`src/rtl/pirq_pkg.sv`:
```
// Shared constants and types for the pulsed interrupt unit.
// Assumes a fixed set of two sources; bit positions are software-visible.
package pirq_pkg;

    localparam int unsigned PIRQ_NUM_SRC = 2;
    localparam int unsigned PIRQ_SRC_ERR = 0;   // write-error flag position
    localparam int unsigned PIRQ_SRC_HIT = 1;   // write-hit flag position

    typedef enum logic [1:0] {
        SEL_RAW    = 2'd0,
        SEL_MASKED = 2'd1,
        SEL_EN_SET = 2'd2,
        SEL_EN_CLR = 2'd3
    } pirq_sel_e;

    typedef struct packed {
        logic      hit;
        pirq_sel_e sel;
    } pirq_dec_t;

endpackage

```
`src/rtl/pirq_reg_decode.sv`:
```
// Register offset decoder.
// Compares the full byte offset against the four register offsets; any
// other value (including unaligned ones) reports no hit.
module pirq_reg_decode
    import pirq_pkg::*;
#(
    parameter int unsigned ADDR_W     = 8,
    parameter int unsigned OFF_RAW    = 'h80,
    parameter int unsigned OFF_MASKED = 'h84,
    parameter int unsigned OFF_EN_SET = 'h88,
    parameter int unsigned OFF_EN_CLR = 'h8C
) (
    input  logic [ADDR_W-1:0] addr,
    output pirq_dec_t         dec
);

    localparam logic [ADDR_W-1:0] A_RAW    = ADDR_W'(OFF_RAW);
    localparam logic [ADDR_W-1:0] A_MASKED = ADDR_W'(OFF_MASKED);
    localparam logic [ADDR_W-1:0] A_EN_SET = ADDR_W'(OFF_EN_SET);
    localparam logic [ADDR_W-1:0] A_EN_CLR = ADDR_W'(OFF_EN_CLR);

    // Map an offset to a register select plus a hit flag.
    always_comb begin
        dec.hit = 1'b1;
        dec.sel = SEL_RAW;
        if (addr == A_RAW) begin
            dec.sel = SEL_RAW;
        end else if (addr == A_MASKED) begin
            dec.sel = SEL_MASKED;
        end else if (addr == A_EN_SET) begin
            dec.sel = SEL_EN_SET;
        end else if (addr == A_EN_CLR) begin
            dec.sel = SEL_EN_CLR;
        end else begin
            dec.hit = 1'b0;
        end
    end

endmodule

```
`src/rtl/pirq_src_slice.sv`:
```
// State for one interrupt source: a sticky raw flag and an enable bit.
// Assumes raw_set and raw_clr never come in the same cycle, and neither
// do en_set and en_clr (each pair comes from different offsets).
// A hardware event outranks a software clear.
module pirq_src_slice (
    input  logic clk,
    input  logic rst_n,
    input  logic evt,
    input  logic raw_set,
    input  logic raw_clr,
    input  logic en_set,
    input  logic en_clr,
    output logic raw_q,
    output logic en_q
);

    // Raw flag: an event or a diagnostic set wins over a clear.
    always_ff @(posedge clk) begin
        if (!rst_n) begin
            raw_q <= 1'b0;
        end else if (evt || raw_set) begin
            raw_q <= 1'b1;
        end else if (raw_clr) begin
            raw_q <= 1'b0;
        end
    end

    // Enable bit: a set and a clear come from different offsets.
    always_ff @(posedge clk) begin
        if (!rst_n) begin
            en_q <= 1'b0;
        end else if (en_set) begin
            en_q <= 1'b1;
        end else if (en_clr) begin
            en_q <= 1'b0;
        end
    end

    AST_EVT_SETS_RAW: assert property (@(posedge clk) disable iff (!rst_n)
        evt |=> raw_q);
    AST_EVT_BEATS_CLR: assert property (@(posedge clk) disable iff (!rst_n)
        (evt && raw_clr) |=> raw_q);
    AST_CLR_DROPS_RAW: assert property (@(posedge clk) disable iff (!rst_n)
        (raw_clr && !evt) |=> !raw_q);
    AST_DIAG_SETS_RAW: assert property (@(posedge clk) disable iff (!rst_n)
        raw_set |=> raw_q);
    AST_RAW_HOLDS: assert property (@(posedge clk) disable iff (!rst_n)
        (!evt && !raw_set && !raw_clr) |=> $stable(raw_q));
    AST_EN_SET_WORKS: assert property (@(posedge clk) disable iff (!rst_n)
        en_set |=> en_q);
    AST_EN_CLR_WORKS: assert property (@(posedge clk) disable iff (!rst_n)
        en_clr |=> !en_q);
    AST_EN_HOLDS: assert property (@(posedge clk) disable iff (!rst_n)
        (!en_set && !en_clr) |=> $stable(en_q));

endmodule

```
`src/rtl/pirq_pulse_gen.sv`:
```
// Interrupt pulse generator.
// Emits a one-cycle pulse when the OR of the masked bits rises, or in the
// cycle after an end-of-interrupt write if anything is still pending.
// The output is a function of registered state only, so it is glitch-free
// with respect to the bus inputs.
module pirq_pulse_gen #(
    parameter int unsigned NUM_SRC = 2
) (
    input  logic               clk,
    input  logic               rst_n,
    input  logic [NUM_SRC-1:0] masked,
    input  logic               eoi,
    output logic               irq_pulse
);

    logic any_now;
    logic any_q;
    logic eoi_q;

    // Reduce the masked bits to one pending indication.
    always_comb any_now = |masked;

    // Remember the last pending value and whether an end-of-interrupt arrived.
    always_ff @(posedge clk) begin
        if (!rst_n) begin
            any_q <= 1'b0;
            eoi_q <= 1'b0;
        end else begin
            any_q <= any_now;
            eoi_q <= eoi;
        end
    end

    // Pulse on a new pending condition or on a re-arm after end-of-interrupt.
    always_comb irq_pulse = any_now && (!any_q || eoi_q);

    AST_PULSE_NEEDS_PENDING: assert property (@(posedge clk) disable iff (!rst_n)
        irq_pulse |-> (|masked));
    AST_RISE_GIVES_PULSE: assert property (@(posedge clk) disable iff (!rst_n)
        $rose(|masked) |-> irq_pulse);
    AST_EOI_REARMS: assert property (@(posedge clk) disable iff (!rst_n)
        eoi |=> (irq_pulse == (|masked)));
    AST_NO_REPEAT_PULSE: assert property (@(posedge clk) disable iff (!rst_n)
        (irq_pulse && !eoi) |=> !irq_pulse);

endmodule

```
`src/rtl/pirq_unit.sv`:
```
// Pulsed two-source error interrupt unit (top).
// Holds raw flags and enables for the write-hit and write-error sources,
// serves four 32-bit registers on a simple register bus, and drives a
// one-cycle interrupt pulse. Assumes bus_wr_en is one cycle per write and
// reads are combinational from bus_addr.
module pirq_unit
    import pirq_pkg::*;
#(
    parameter int unsigned ADDR_W     = 8,
    parameter int unsigned DATA_W     = 32,
    parameter int unsigned OFF_RAW    = 'h80,
    parameter int unsigned OFF_MASKED = 'h84,
    parameter int unsigned OFF_EN_SET = 'h88,
    parameter int unsigned OFF_EN_CLR = 'h8C
) (
    input  logic              clk,
    input  logic              rst_n,
    input  logic              bus_wr_en,
    input  logic [ADDR_W-1:0] bus_addr,
    input  logic [DATA_W-1:0] bus_wdata,
    output logic [DATA_W-1:0] bus_rdata,
    input  logic              evt_wr_hit,
    input  logic              evt_wr_err,
    output logic [1:0]        raw_status,
    output logic              irq_pulse
);

    localparam int unsigned NSRC = PIRQ_NUM_SRC;

    pirq_dec_t         dec;
    logic [NSRC-1:0]   evt_vec;
    logic [NSRC-1:0]   raw_vec;
    logic [NSRC-1:0]   en_vec;
    logic [NSRC-1:0]   masked_vec;
    logic              wr_raw;
    logic              wr_masked;
    logic              wr_en_set;
    logic              wr_en_clr;

    pirq_reg_decode #(
        .ADDR_W     (ADDR_W),
        .OFF_RAW    (OFF_RAW),
        .OFF_MASKED (OFF_MASKED),
        .OFF_EN_SET (OFF_EN_SET),
        .OFF_EN_CLR (OFF_EN_CLR)
    ) u_dec (
        .addr (bus_addr),
        .dec  (dec)
    );

    // Qualify the write strobe per register.
    always_comb begin
        wr_raw    = bus_wr_en && dec.hit && (dec.sel == SEL_RAW);
        wr_masked = bus_wr_en && dec.hit && (dec.sel == SEL_MASKED);
        wr_en_set = bus_wr_en && dec.hit && (dec.sel == SEL_EN_SET);
        wr_en_clr = bus_wr_en && dec.hit && (dec.sel == SEL_EN_CLR);
    end

    // Place the event strobes at their flag positions.
    always_comb begin
        evt_vec               = '0;
        evt_vec[PIRQ_SRC_HIT] = evt_wr_hit;
        evt_vec[PIRQ_SRC_ERR] = evt_wr_err;
    end

    for (genvar i = 0; i < NSRC; i++) begin : g_src
        pirq_src_slice u_slice (
            .clk     (clk),
            .rst_n   (rst_n),
            .evt     (evt_vec[i]),
            .raw_set (wr_raw    && bus_wdata[i]),
            .raw_clr (wr_masked && bus_wdata[i]),
            .en_set  (wr_en_set && bus_wdata[i]),
            .en_clr  (wr_en_clr && bus_wdata[i]),
            .raw_q   (raw_vec[i]),
            .en_q    (en_vec[i])
        );
    end

    // Masked view: pending sources that are enabled.
    always_comb masked_vec = raw_vec & en_vec;

    // Raw flags go straight to the cache for disable gating.
    always_comb raw_status = raw_vec;

    // Read mux; reserved bits and unknown offsets return zero.
    always_comb begin
        bus_rdata = '0;
        if (dec.hit) begin
            unique case (dec.sel)
                SEL_RAW:    bus_rdata[NSRC-1:0] = raw_vec;
                SEL_MASKED: bus_rdata[NSRC-1:0] = masked_vec;
                SEL_EN_SET,
                SEL_EN_CLR: bus_rdata[NSRC-1:0] = en_vec;
                default:    bus_rdata = '0;
            endcase
        end
    end

    pirq_pulse_gen #(
        .NUM_SRC (NSRC)
    ) u_pulse (
        .clk       (clk),
        .rst_n     (rst_n),
        .masked    (masked_vec),
        .eoi       (wr_masked),
        .irq_pulse (irq_pulse)
    );

    AST_RSVD_READS_ZERO: assert property (@(posedge clk) disable iff (!rst_n)
        bus_rdata[DATA_W-1:NSRC] == '0);
    AST_RAW_PORT_MATCH: assert property (@(posedge clk) disable iff (!rst_n)
        (dec.hit && dec.sel == SEL_RAW) |-> (bus_rdata[1:0] == raw_status));

endmodule

```
`config.mk`:
```
export PLATFORM = sky130hd
export DESIGN_NAME = pirq_unit
export DESIGN_NICKNAME = d
export VERILOG_FILES = /design/src/rtl/pirq_pkg.sv /design/src/rtl/pirq_reg_decode.sv /design/src/rtl/pirq_src_slice.sv /design/src/rtl/pirq_pulse_gen.sv /design/src/rtl/pirq_unit.sv
export SDC_FILE = /design/constraint.sdc
export NUM_CORES = 1
export LEC_CHECK = 0
export ABC_AREA = 1
export BUFFER_PORTS_ARGS = -buffer_cell sky130_fd_sc_hd__buf_2
export CORE_UTILIZATION = 34
export CTS_CLUSTER_DIAMETER = 60
export CTS_CLUSTER_SIZE = 12
export DETAILED_ROUTE_END_ITERATION = 8
export PLACE_DENSITY = 0.81
export SLEW_MARGIN = 5
export SYNTH_ARGS = -nofsm -noshare
export SYNTH_HDL_FRONTEND = slang
export SYNTH_SLANG_ARGS = --single-unit
```
`constraint.sdc`:
```
create_clock -name clk -period 1.05 [get_ports clk]
set_input_delay 0.105 -clock clk [delete_from_list [all_inputs] [get_ports clk]]
set_output_delay 0.105 -clock clk [all_outputs]
set_load 0.005 [all_outputs]
```
After elaboration in Yosys (flattened, before gate mapping) --
Cells that the tools add are included. Widths: inputs -> output; s select.
Cells by class: reduce and logical (&&, ||, !) cells 25, multiplexer cells 18, bitwise operators 1, eq/ne operators 7
Operators by type and width (count):
- $eq 8x8->1 const B | 4
- $logic_and 1x1->1 | 14
- $mux 1 | 12
- $mux 2 | 5
- $reduce_bool 2->1 | 4
- $pmux 2 s3 | 1
- $eq 2x2->1 const B | 2
- $reduce_or 2->1 | 2
- $logic_or 1x1->1 | 3
- $and 2x2->2 | 1
- $eq 2x1->1 const B | 1
- $logic_not 2->1 | 1
- $logic_not 1->1 | 1
Word-level totals: register bits 6, word-level logic and storage cells 57, output and inout port bits 35, input port bits 45

Longest topological paths before layout --
Gate-level depths: netlist of run 1.
depth after elaboration 10, mapped depth 8, depth with buffers taken out 8

Hierarchy --
A second synthesis of run 1 with hierarchy kept.
Second synthesis, totals: cells, all modules 104, area total of the unflattened synthesis 640.6 um2
Modules (own cells, without submodules):
- pirq_unit | times used 1, cells an instance 61, area each 356.6 um2
- pirq_src_slice | times used 2, cells an instance 11, area each 76.3 um2
- pirq_pulse_gen | times used 1, cells an instance 10, area each 72.6 um2
- pirq_reg_decode | times used 1, cells an instance 11, area each 58.8 um2

Worst setup path after synthesis of run 1 --
No wires, ideal clock.
kind input to output, start point input bus_addr[6], end point output bus_rdata[0], data arrival time 736 ps, buffers on the path 0, data required time 945 ps, path slack 209 ps, cell stages on the path 7, cell sequence inv_2 -> nand2_2 -> nor2_8 -> o211ai_2 -> inv_1 -> o21ai_0 -> nor2_1
On the way: cells in the longest elaborated chain, start to end 9, elaborated cells between the ends (all ways) 19, those cells by class eq/ne: 7; mux: 10; reduce/logical: 2
RTL lines:
- start, declared | line pirq_unit.sv:19 | input logic [ADDR_W-1:0] bus_addr,
- $eq 8x8->1 | line pirq_reg_decode.sv:32 | end else if (addr == A_EN_CLR) begin
- $mux 2 | line pirq_reg_decode.sv:32
- $mux 2 | line pirq_reg_decode.sv:30 | end else if (addr == A_EN_SET) begin
- $mux 2 | line pirq_reg_decode.sv:28 | end else if (addr == A_MASKED) begin
- $mux 2 | line pirq_reg_decode.sv:26 | if (addr == A_RAW) begin
- $eq 2x2->1 | line pirq_unit.sv:90 | unique case (dec.sel)
- $reduce_or 2->1 | line pirq_unit.sv:90
- $pmux 2 s3 | line pirq_unit.sv:90
- $mux 2 (*) | line pirq_unit.sv:89 | if (dec.hit) begin
- end, declared | line pirq_unit.sv:21 | output logic [DATA_W-1:0] bus_rdata,
Mark *: on every way between the ends. The rest lies on a longest branch, timed or not.

Worst setup path after layout of run 1 --
start point register g_src[0].u_slice.raw_q, end point output bus_rdata[0]
On the way: cells in the longest elaborated chain, start to end 3
RTL lines:
- start, declared | line pirq_src_slice.sv:13 | output logic raw_q,
- start signal, assigned | line pirq_src_slice.sv:20 | raw_q <= 1'b0;
- start signal, assigned | line pirq_src_slice.sv:22 | raw_q <= 1'b1;
- start signal, assigned | line pirq_src_slice.sv:24 | raw_q <= 1'b0;
- $and 2x2->2 | line pirq_unit.sv:81 | always_comb masked_vec = raw_vec & en_vec;
- $pmux 2 s3 (*) | line pirq_unit.sv:90
- $mux 2 (*) | line pirq_unit.sv:89
Marks and branches as above.

==> results of run 1 <==
==> metal layers <==
metal | up-vias | share of wire | wire length [um]
met5 | - | 0 | 0
met4 | 0 | 0 | 0
met3 | 0 | 0.073 | 92
met2 | 36 | 0.49 | 620
met1 | 294 | 0.43 | 541
li1 | 336 | - | -
==> worst max path at each step <==
stage / startpoint / endpoint / cells after the start
floorplan: bus_addr[6] / bus_rdata[0] / 7
global placement: bus_addr[6] / bus_rdata[0] / 9
detailed placement: bus_addr[6] / bus_rdata[0] / 9
CTS: g_src[0].u_slice.raw_q / bus_rdata[0] / 5
global route: bus_addr[5] / bus_rdata[1] / 9
finish: g_src[0].u_slice.raw_q / bus_rdata[0] / 5
==> cells in the final DEF, fill, tap and decap left out, drive strengths merged <==
master	Yosys	layout
conb	1	30
buf	32	28
inv	17	17
nand2	17	17
nand3	13	13
nor2	10	10
dfxtp	6	6
a21oi	5	5
o21ai	3	3
nand4	3	3
clkbuf	0	3
o211ai	1	1
nor3	1	1
==> cell usage after synthesis, drive strengths merged <==
cell,n
buf,32
nand3,13
nand4,3
conb,1
dfxtp,6
o211ai,1
nand2,17
nor3,1
a21oi,5
o21ai,3
inv,17
nor2,10
==> power by group <==
part	switching, mW	internal (mW)	leakage (nW)	total (mW)
Sequential	0.00922	0.234	0.0510	0.243
Clock	0.0688	0.128	0.0138	0.197
Combinational	0.0977	0.0586	0.431	0.156
==> kinds of logic after synthesis <==
| family | after synthesis | share of synthesized area |
|---|---|---|
| compound gates | 9 | 0.07252 |
| flops | 6 | 0.1658 |
| buf+inv | 49 | 0.4197 |
| simple gates | 44 | 0.3368 |
| other cells | 1 | 0.005176 |
==> what timing repair did <==
action,CTS,global route
pin swaps,3,4
setup buffers,0,3
hold buffers,0,0
endpoints found under the hold margin,0,0
gates resized for setup,11,3
setup endpoints to repair,3,3
==> critical path, delay by kind of cell, from the launching register on <==
| kind | cells | cell delay (ns) |
|---|---|---|
| DFF | 1 | 0.36 |
| and+or+nand+nor | 3 | 0.26 |
| buffers and inverters | 1 | 0.12 |
| AOI/OAI and AO/OA | 1 | 0.05 |
==> layout make-up <==
type | count | area (sq um)
Sequential cell | 6 | 130.1
Tap cell | 27 | 33.78
Clock buffer | 3 | 22.52
Timing Repair Buffer | 28 | 162.7
Inverter | 17 | 63.81
Fill cell | 206 | 1126
Multi-Input combinational cell | 83 | 442.9
==> sequential cells by signal, summed over array words and instances, names as in the netlist <==
register             count
g_src.u_slice.en_q       2
g_src.u_slice.raw_q      2
u_pulse.any_q            1
u_pulse.eoi_q            1
==> results_dict.tcl, run 1 <==
set metrics [dict create \
    status "finished, violations left" \
    violations "negative setup slack" \
    start_kind "flop" \
    power_uw 596.4 \
    h-tree-depth 1 \
    tns_ns -0.1261 \
    top_usage_layer "met2" \
    cts_root_buffer "clkbuf_4" \
    finalCritPeriodShare 1.068 \
    rr_worst_depth 4 \
    cts.clk_slew.worst_paths_ns 0.04 \
    num_rows 16 \
    leakage_nw 0.4957 \
    cp_max_fo 5 \
    ys_seq_elements 6 \
    gp_congestion 0.8342 \
    synth_top_area_cell "buf_4" \
    synthCells 109 \
    synth_seq_area_share 0.1658 \
    dr.first_iter.drc_count 10 \
    drive_above_1_share 0.3796 \
    final_cell_area_sq_um 855.8 \
    cellPowerDensity_nw_per_um2 696.8 \
    r2r-start "g_src[1].u_slice.raw_q" \
    dp.cells 158 \
    min_path_cells 3 \
    ys_warn_count 0 \
    grt_use_total 0.1169 \
    gr-total-overflow 0 \
    slew_violations 0 \
    drc_errors 0 \
    cp_cell_sequence "nand3_2 > nand2_2 > a21oi_2 > nor2_1 > buf_2" \
    dp_hpwl_mm 1.066 \
    post_dp_cell_area_sq_um 767.0 \
    rsz0062_at_grt "true" \
    syn_area_sq_um 724.4 \
    fin_skew_ns 0.001568 \
    slowest_stage "dfxtp_4" \
    reg2reg_to "g_src[1].u_slice.raw_q" \
    coreArea_sq_um 1982 \
    crit_path_end_kind "output port" \
    cts_buffers 3 \
    synthDominantCellAreaShare 0.3316 \
    wl_mm 1.254 \
    grtUsageMet1 0.1351 \
    viasPerCell 4.061 \
    yosys-top-cells-area "buf_4, dfxtp_1, inv_1, nand2_1, nand3_1" \
    layout.cells.non_filler 164 \
    min_to "g_src[0].u_slice.raw_q" \
    place_ws_ns -0.07919 \
    min_from "rst_n" \
    fin_crit_ns 1.122 \
    max_freq_mhz 891.4 \
    drv_cap 0 \
    worstPathRequired_ns 0.94 \
    insertion_delay_ns 0.23 \
    antenna_cells 0 \
    critPathMaxStageDelay_ns 0.36 \
    dieHeight_um 48.16 \
    use_met2 0.2240 \
    cts_tree "done" \
    hp-class "input port to flop" \
    use_met3 0.03333 \
    antenna_found_initial 0 \
    dieArea_sq_um 2319 \
    ios 80 \
    grt_start_max_net_pins 6 \
    setup_viol 2 \
    postRouteAntennaNets 0 \
    initial_core_util 0.3655 \
    routedWlPerCell_um 7.646 \
    irDropWorstVdd_mv 0.6435 \
    criticalPathCategory "flop to output port" \
    r2r_setup_slack_ns 0.37 \
    cts.sink_count 6 \
    grt_pass1_vias 513 \
    grt_pass1_wl_mm 1.959 \
    holdWs_ns 0.08575 \
    firstDrtPassIters 5 \
    arrival_ns 1.02 \
    fin_util 0.4318 \
    synth_cell_type_count 19 \
    io_buffers 19 \
    clock_path_buffers 2 \
    num-nets-final 184 \
    finalWorstSetupSlack_ns -0.07183 \
    vias 666 \
    synth_area_per_cell_sq_um 6.646 \
    dieWidth_um 48.16 \
    hold_viol 0 \
    area_growth_pct 18.13 \
]
(Power assumes the default switching activity.)
==> run 2, diff against run 1 <==
--- a/config.mk
+++ b/config.mk
@@ -7,11 +7,12 @@
 export LEC_CHECK = 0
 export ABC_AREA = 1
 export BUFFER_PORTS_ARGS = -buffer_cell sky130_fd_sc_hd__buf_2
-export CORE_UTILIZATION = 34
+export CORE_UTILIZATION = 30
 export CTS_CLUSTER_DIAMETER = 60
 export CTS_CLUSTER_SIZE = 12
 export DETAILED_ROUTE_END_ITERATION = 8
-export PLACE_DENSITY = 0.81
+export PLACE_DENSITY = 0.76
+export RECOVER_POWER = 100
 export SLEW_MARGIN = 5
 export SYNTH_ARGS = -nofsm -noshare
 export SYNTH_HDL_FRONTEND = slang
==> constraint.sdc (replaced) <==
create_clock -name clk -period 1 [get_ports clk]
set_input_delay 0.1 -clock clk [delete_from_list [all_inputs] [get_ports clk]]
set_output_delay 0.1 -clock clk [all_outputs]
set_load 0.005 [all_outputs]
==> run 2 against run 1 <==
  * The run still ends with negative setup slack left
  * Non-clock buffer count up 3
  * Via count down 1.5%
  * Clock skew up 0.0014 ns
  * Sequential share of layout area down 0.49 points
  * Worst hold slack worse by 0.016 ns
  * Cell area up 3.4%
  * Wire length up 3.8%
  * Global-route usage down 1.0 points
  * Sequential power up 5%
  * Power up 7.8%
  * Highest routed layer unchanged
==> results_dict.tcl, run 2 (synthesized netlist as in run 1, its figures left out) <==
set metrics [dict create \
    status "finished, violations left" \
    violations "negative setup slack" \
    slew_violations 0 \
    firstDrtPassIters 4 \
    slowest_stage "dfxtp_4" \
    start_kind "flop" \
    power_uw 643.0 \
    worst_path_dominant_cell_family "flip-flops" \
    drc_errors 0 \
    gp_congestion 0.8693 \
    num-nets-final 187 \
    place_ws_ns -0.1173 \
    holdWs_ns 0.06935 \
    cp_max_fo 4 \
    critPathMaxStageDelay_ns 0.37 \
    cts_buffers 3 \
    viasPerCell 3.905 \
    grt_pass1_wl_mm 2.132 \
    cts.sink_count 6 \
    finalCritPeriodShare 1.155 \
    rsz0062_at_grt "true" \
    dp_hpwl_mm 1.070 \
    layout.cells.non_filler 168 \
    initial_core_util 0.3213 \
    irDropWorstVdd_mv 0.8523 \
    worstPathRequired_ns 0.90 \
    cellPowerDensity_nw_per_um2 726.9 \
    h-tree-depth 1 \
    criticalPathCategory "flop to output port" \
    coreArea_sq_um 2255 \
    clock_path_buffers 2 \
    hold_viol 0 \
    leakage_nw 0.5114 \
    dieHeight_um 51.14 \
    grt_use_total 0.1067 \
    area_growth_pct 22.11 \
    max_freq_mhz 865.6 \
    finalWorstSetupSlack_ns -0.1553 \
    antenna_found_initial 0 \
    io_buffers 19 \
    mostFrequentLayoutCell "conb_1" \
    cp_cell_sequence "nand3_2 > nand2_2 > a21oi_2 > nor2_1 > buf_2" \
    dp.cells 163 \
    drive_above_1_share 0.4000 \
    fin_crit_ns 1.155 \
    postRouteAntennaNets 0 \
    antenna_cells 0 \
    cts.clk_slew.worst_paths_ns 0.04 \
    routedWlPerCell_um 7.750 \
    cts_root_buffer "clkbuf_4" \
    grt_start_max_net_pins 6 \
    fin_skew_ns 0.002935 \
    drv_cap 0 \
    reg_top3 "g_src.u_slice.en_q (2), g_src.u_slice.raw_q (2)" \
    arrival_ns 1.06 \
    dieArea_sq_um 2615 \
    crit_path_end_kind "output port" \
    dr.first_iter.drc_count 9 \
    hp-class "input port to flop" \
    dieWidth_um 51.14 \
    insertion_delay_ns 0.24 \
    gr-total-overflow 0 \
    final_cell_mix "conb_1, buf_2, inv_1" \
    cts_tree "done" \
    setup_viol 4 \
    vias 656 \
    ios 80 \
    cp.buffers_inverters 1 \
    wl_mm 1.302 \
    grt_pass1_vias 565 \
    num_rows 17 \
]
[run 2: cell types whose count changed in the layout (fill, tap and decap cells not counted)]
cell | before | now
o21ai_0 | 3 | 2
o21ai_1 | 0 | 1
nor2_2 | 3 | 2
nand2_1 | 13 | 12
nor2_1 | 4 | 5
nand3_1 | 10 | 9
buf_4 | 9 | 12
nand2_2 | 4 | 5
nand3_2 | 2 | 3
[run 2: layout make-up]
cell class | instances | area, sq um
clock buffer | 3 | 22.52
fill | 255 | 1370
inverter | 17 | 63.81
multi-input combinational | 83 | 447.9
sequential | 6 | 130.1
tap | 28 | 35.03
timing repair buffer | 31 | 185.2
[run 2: stage by stage]
step                      instance area, sq um    util  setup TNS [ns]
after floorplan                          833.3       -               0
after global placement                   798.3  0.3541         -0.4488
after detailed placement                 798.3  0.3541         -0.4757
after CTS                                858.3  0.3807         -0.3423
after global routing                     884.6  0.3923         -0.6361
final                                    884.6  0.3923         -0.3751
[run 2: worst min-delay path, cell delays in order]
cell	delay, ns
buf_2	0.09
nand2_1	0.05
inv_1	0.04
[run 2: layer usage]
| layer | vias to the layer above | part of all wire | global-route usage | wire length [um] |
|---|---|---|---|---|
| li1 | 341 | - | - | - |
| met1 | 288 | 0.40 | 0.1085 | 518 |
| met2 | 27 | 0.53 | 0.2149 | 695 |
| met3 | 0 | 0.068 | 0.02976 | 89 |
| met4 | 0 | 0 | 0.01389 | 0 |
| met5 | - | 0 | 0 | 0 |
[run 2: worst paths after layout]
kind	startpoint	to	slack, ns	cells past startpoint
hold / removal	rst_n	g_src[0].u_slice.raw_q	0.07	3
setup / recovery	g_src[0].u_slice.raw_q	bus_rdata[0]	-0.16	5
hold reg to reg	g_src[1].u_slice.en_q	g_src[1].u_slice.en_q	0.49	2
setup reg to reg	g_src[0].u_slice.raw_q	g_src[0].u_slice.raw_q	0.19	5
[run 2: power by group]
group	leakage, nW	switching [mW]	total, mW	internal, mW
registers	0.0510	0.00862	0.254	0.245
logic	0.447	0.104	0.175	0.0708
clock network	0.0138	0.0789	0.214	0.135
[run 2: repair_timing]
action | in CTS | in global routing
endpoints found under the setup margin | 3 | 3
gates resized for setup | 10 | 6
hold buffers | 0 | 0
buffers inserted | 1 | 1
pin swaps | 4 | 5
==> run 3, diff against run 2 <==
--- a/config.mk
+++ b/config.mk
@@ -7,11 +7,12 @@
 export LEC_CHECK = 0
 export ABC_AREA = 1
 export BUFFER_PORTS_ARGS = -buffer_cell sky130_fd_sc_hd__buf_2
-export CORE_UTILIZATION = 30
+export CORE_UTILIZATION = 32
+export CTS_BUF_LIST = sky130_fd_sc_hd__clkbuf_4
 export CTS_CLUSTER_DIAMETER = 60
 export CTS_CLUSTER_SIZE = 12
 export DETAILED_ROUTE_END_ITERATION = 8
-export PLACE_DENSITY = 0.76
+export PLACE_DENSITY = 0.8
 export RECOVER_POWER = 100
 export SLEW_MARGIN = 5
 export SYNTH_ARGS = -nofsm -noshare
==> run 3 against run 2 <==
  * The run still ends with negative setup slack left
  * Clock-buffer cell count unchanged
  * Cell area decreased by 3.8%
  * Via count increased by 1.1%
  * Register-to-register slack about the same
  * Largest cell class unchanged
==> results_dict.tcl, run 3 (synthesized netlist as in run 1, its figures left out) <==
set metrics [dict create \
    status "finished, violations left" \
    violations "negative setup slack" \
    drc_errors 0 \
    dieHeight_um 49.58 \
    drive_above_1_share 0.3650 \
    criticalPathCategory "flop to output port" \
    initial_core_util 0.3548 \
    fin_skew_ns 0.0002098 \
    rsz0062_at_grt "true" \
    final_cell_area_sq_um 850.8 \
    cp_max_fo 4 \
    place_ws_ns -0.1067 \
    postRouteAntennaNets 0 \
    wl_mm 1.277 \
    antenna_found_initial 0 \
    finalWorstSetupSlack_ns -0.09549 \
    vias 663 \
    cts.sink_count 6 \
    grt_start_max_net_pins 6 \
    cellPowerDensity_nw_per_um2 750.1 \
    num_rows 16 \
    ios 80 \
    fin_util 0.4167 \
    hp-class "input port to flop" \
    mostFrequentLayoutCell "conb_1" \
    final_cell_mix "conb_1, buf_2, inv_1" \
    layout.cells.non_filler 164 \
    grt_use_total 0.1135 \
    io_buffers 19 \
    r2r-start "g_src[0].u_slice.raw_q" \
    worst_path_dominant_cell_family "flip-flops" \
    critPathMaxStageDelay_ns 0.35 \
    finalCritPeriodShare 1.095 \
    cts_tree "done" \
    cp_cell_sequence "nand3_2 > nand2_1 > a21oi_1 > nor2_1 > buf_2" \
    routedWlPerCell_um 7.787 \
    rr_worst_depth 5 \
    area_growth_pct 17.44 \
    firstDrtPassIters 4 \
    gr-total-overflow 0 \
    grt_pass1_wl_mm 2.173 \
    dp.cells 159 \
    dieWidth_um 49.58 \
    worstPathRequired_ns 0.90 \
    cts_buffers 3 \
    cts_root_buffer "clkbuf_4" \
    gp_congestion 0.7770 \
    cp.buffers_inverters 1 \
    post_dp_cell_area_sq_um 774.5 \
    fin_crit_ns 1.095 \
    max_freq_mhz 912.8 \
    h-tree-depth 1 \
    slew_violations 0 \
    coreArea_sq_um 2042 \
    r2r_setup_slack_ns 0.20 \
    dr.first_iter.drc_count 11 \
    slowest_stage "dfxtp_4" \
    clock_path_buffers 2 \
    setup_viol 3 \
    hold_viol 0 \
    crit_path_end_kind "output port" \
    drv_cap 0 \
    ctsHoldBuffers 0 \
    irDropWorstVdd_mv 0.4776 \
    min_path_cells 3 \
    insertion_delay_ns 0.24 \
    min_to "g_src[1].u_slice.raw_q" \
    reg_top3 "g_src.u_slice.en_q (2), g_src.u_slice.raw_q (2)" \
    dp_hpwl_mm 1.076 \
    reg2reg_to "g_src[0].u_slice.raw_q" \
    cts.clk_slew.worst_paths_ns 0.05 \
    num-nets-final 184 \
    min_from "rst_n" \
    leakage_nw 0.4938 \
    tns_ns -0.2342 \
    grt_pass1_vias 592 \
    dieArea_sq_um 2458 \
    start_kind "flop" \
    antenna_cells 0 \
    arrival_ns 1.00 \
    viasPerCell 4.043 \
]
[run 3: per-stage QoR]
stage	hold WS [ns]	power, mW
floorplan	0.1976	0.4256
global placement	0.3141	0.4105
detailed placement	0.3214	0.4130
CTS	0.07169	0.6432
global route	0.07263	0.6848
finish	0.07418	0.6382
[run 3: what timing repair did]
item | 4_1_cts | 5_1_grt
pin swaps | 8 | 3
gates resized for setup | 11 | 1
buffers inserted | 2 | 0
endpoints found under the setup margin | 3 | 3
[run 3: layout make-up]
class,count,area (sq um)
fillers,225,1191
multi-input cells,83,439.2
repair buffers,28,162.7
flip-flops and latches,6,128.9
inverters,17,63.81
well taps,27,33.78
clock buffers,3,22.52
[run 3: worst max path at each step]
stage / endpoint / cells past startpoint / startpoint / slack [ns]
after CTS: bus_rdata[1] / 5 / g_src[1].u_slice.raw_q / -0.12
final: bus_rdata[0] / 5 / g_src[0].u_slice.raw_q / -0.1
after detailed placement: bus_rdata[0] / 9 / bus_addr[6] / -0.11
after global routing: bus_rdata[1] / 5 / g_src[1].u_slice.raw_q / -0.18
after global placement: bus_rdata[1] / 9 / bus_addr[6] / -0.08
after floorplan: bus_rdata[0] / 7 / bus_addr[6] / 0.17
[run 3: tightest hold or removal path: stages]
cell     delay (ns)
buf_2          0.10
nand2_1        0.05
inv_1          0.04
[run 3: routing by layer]
| layer | up-vias | track usage | part of all wire |
|---|---|---|---|
| met5 | - | 0 | 0 |
| met4 | 0 | 0.04286 | 0 |
| met3 | 0 | 0.03086 | 0.080 |
| met2 | 35 | 0.1937 | 0.46 |
| met1 | 292 | 0.1336 | 0.46 |
| li1 | 336 | - | - |
[run 3: power by group]
part / total (mW) / switching (mW) / internal [mW]
registers: 0.254 / 0.00889 / 0.245
logic: 0.166 / 0.104 / 0.0621
clock network: 0.219 / 0.0831 / 0.136
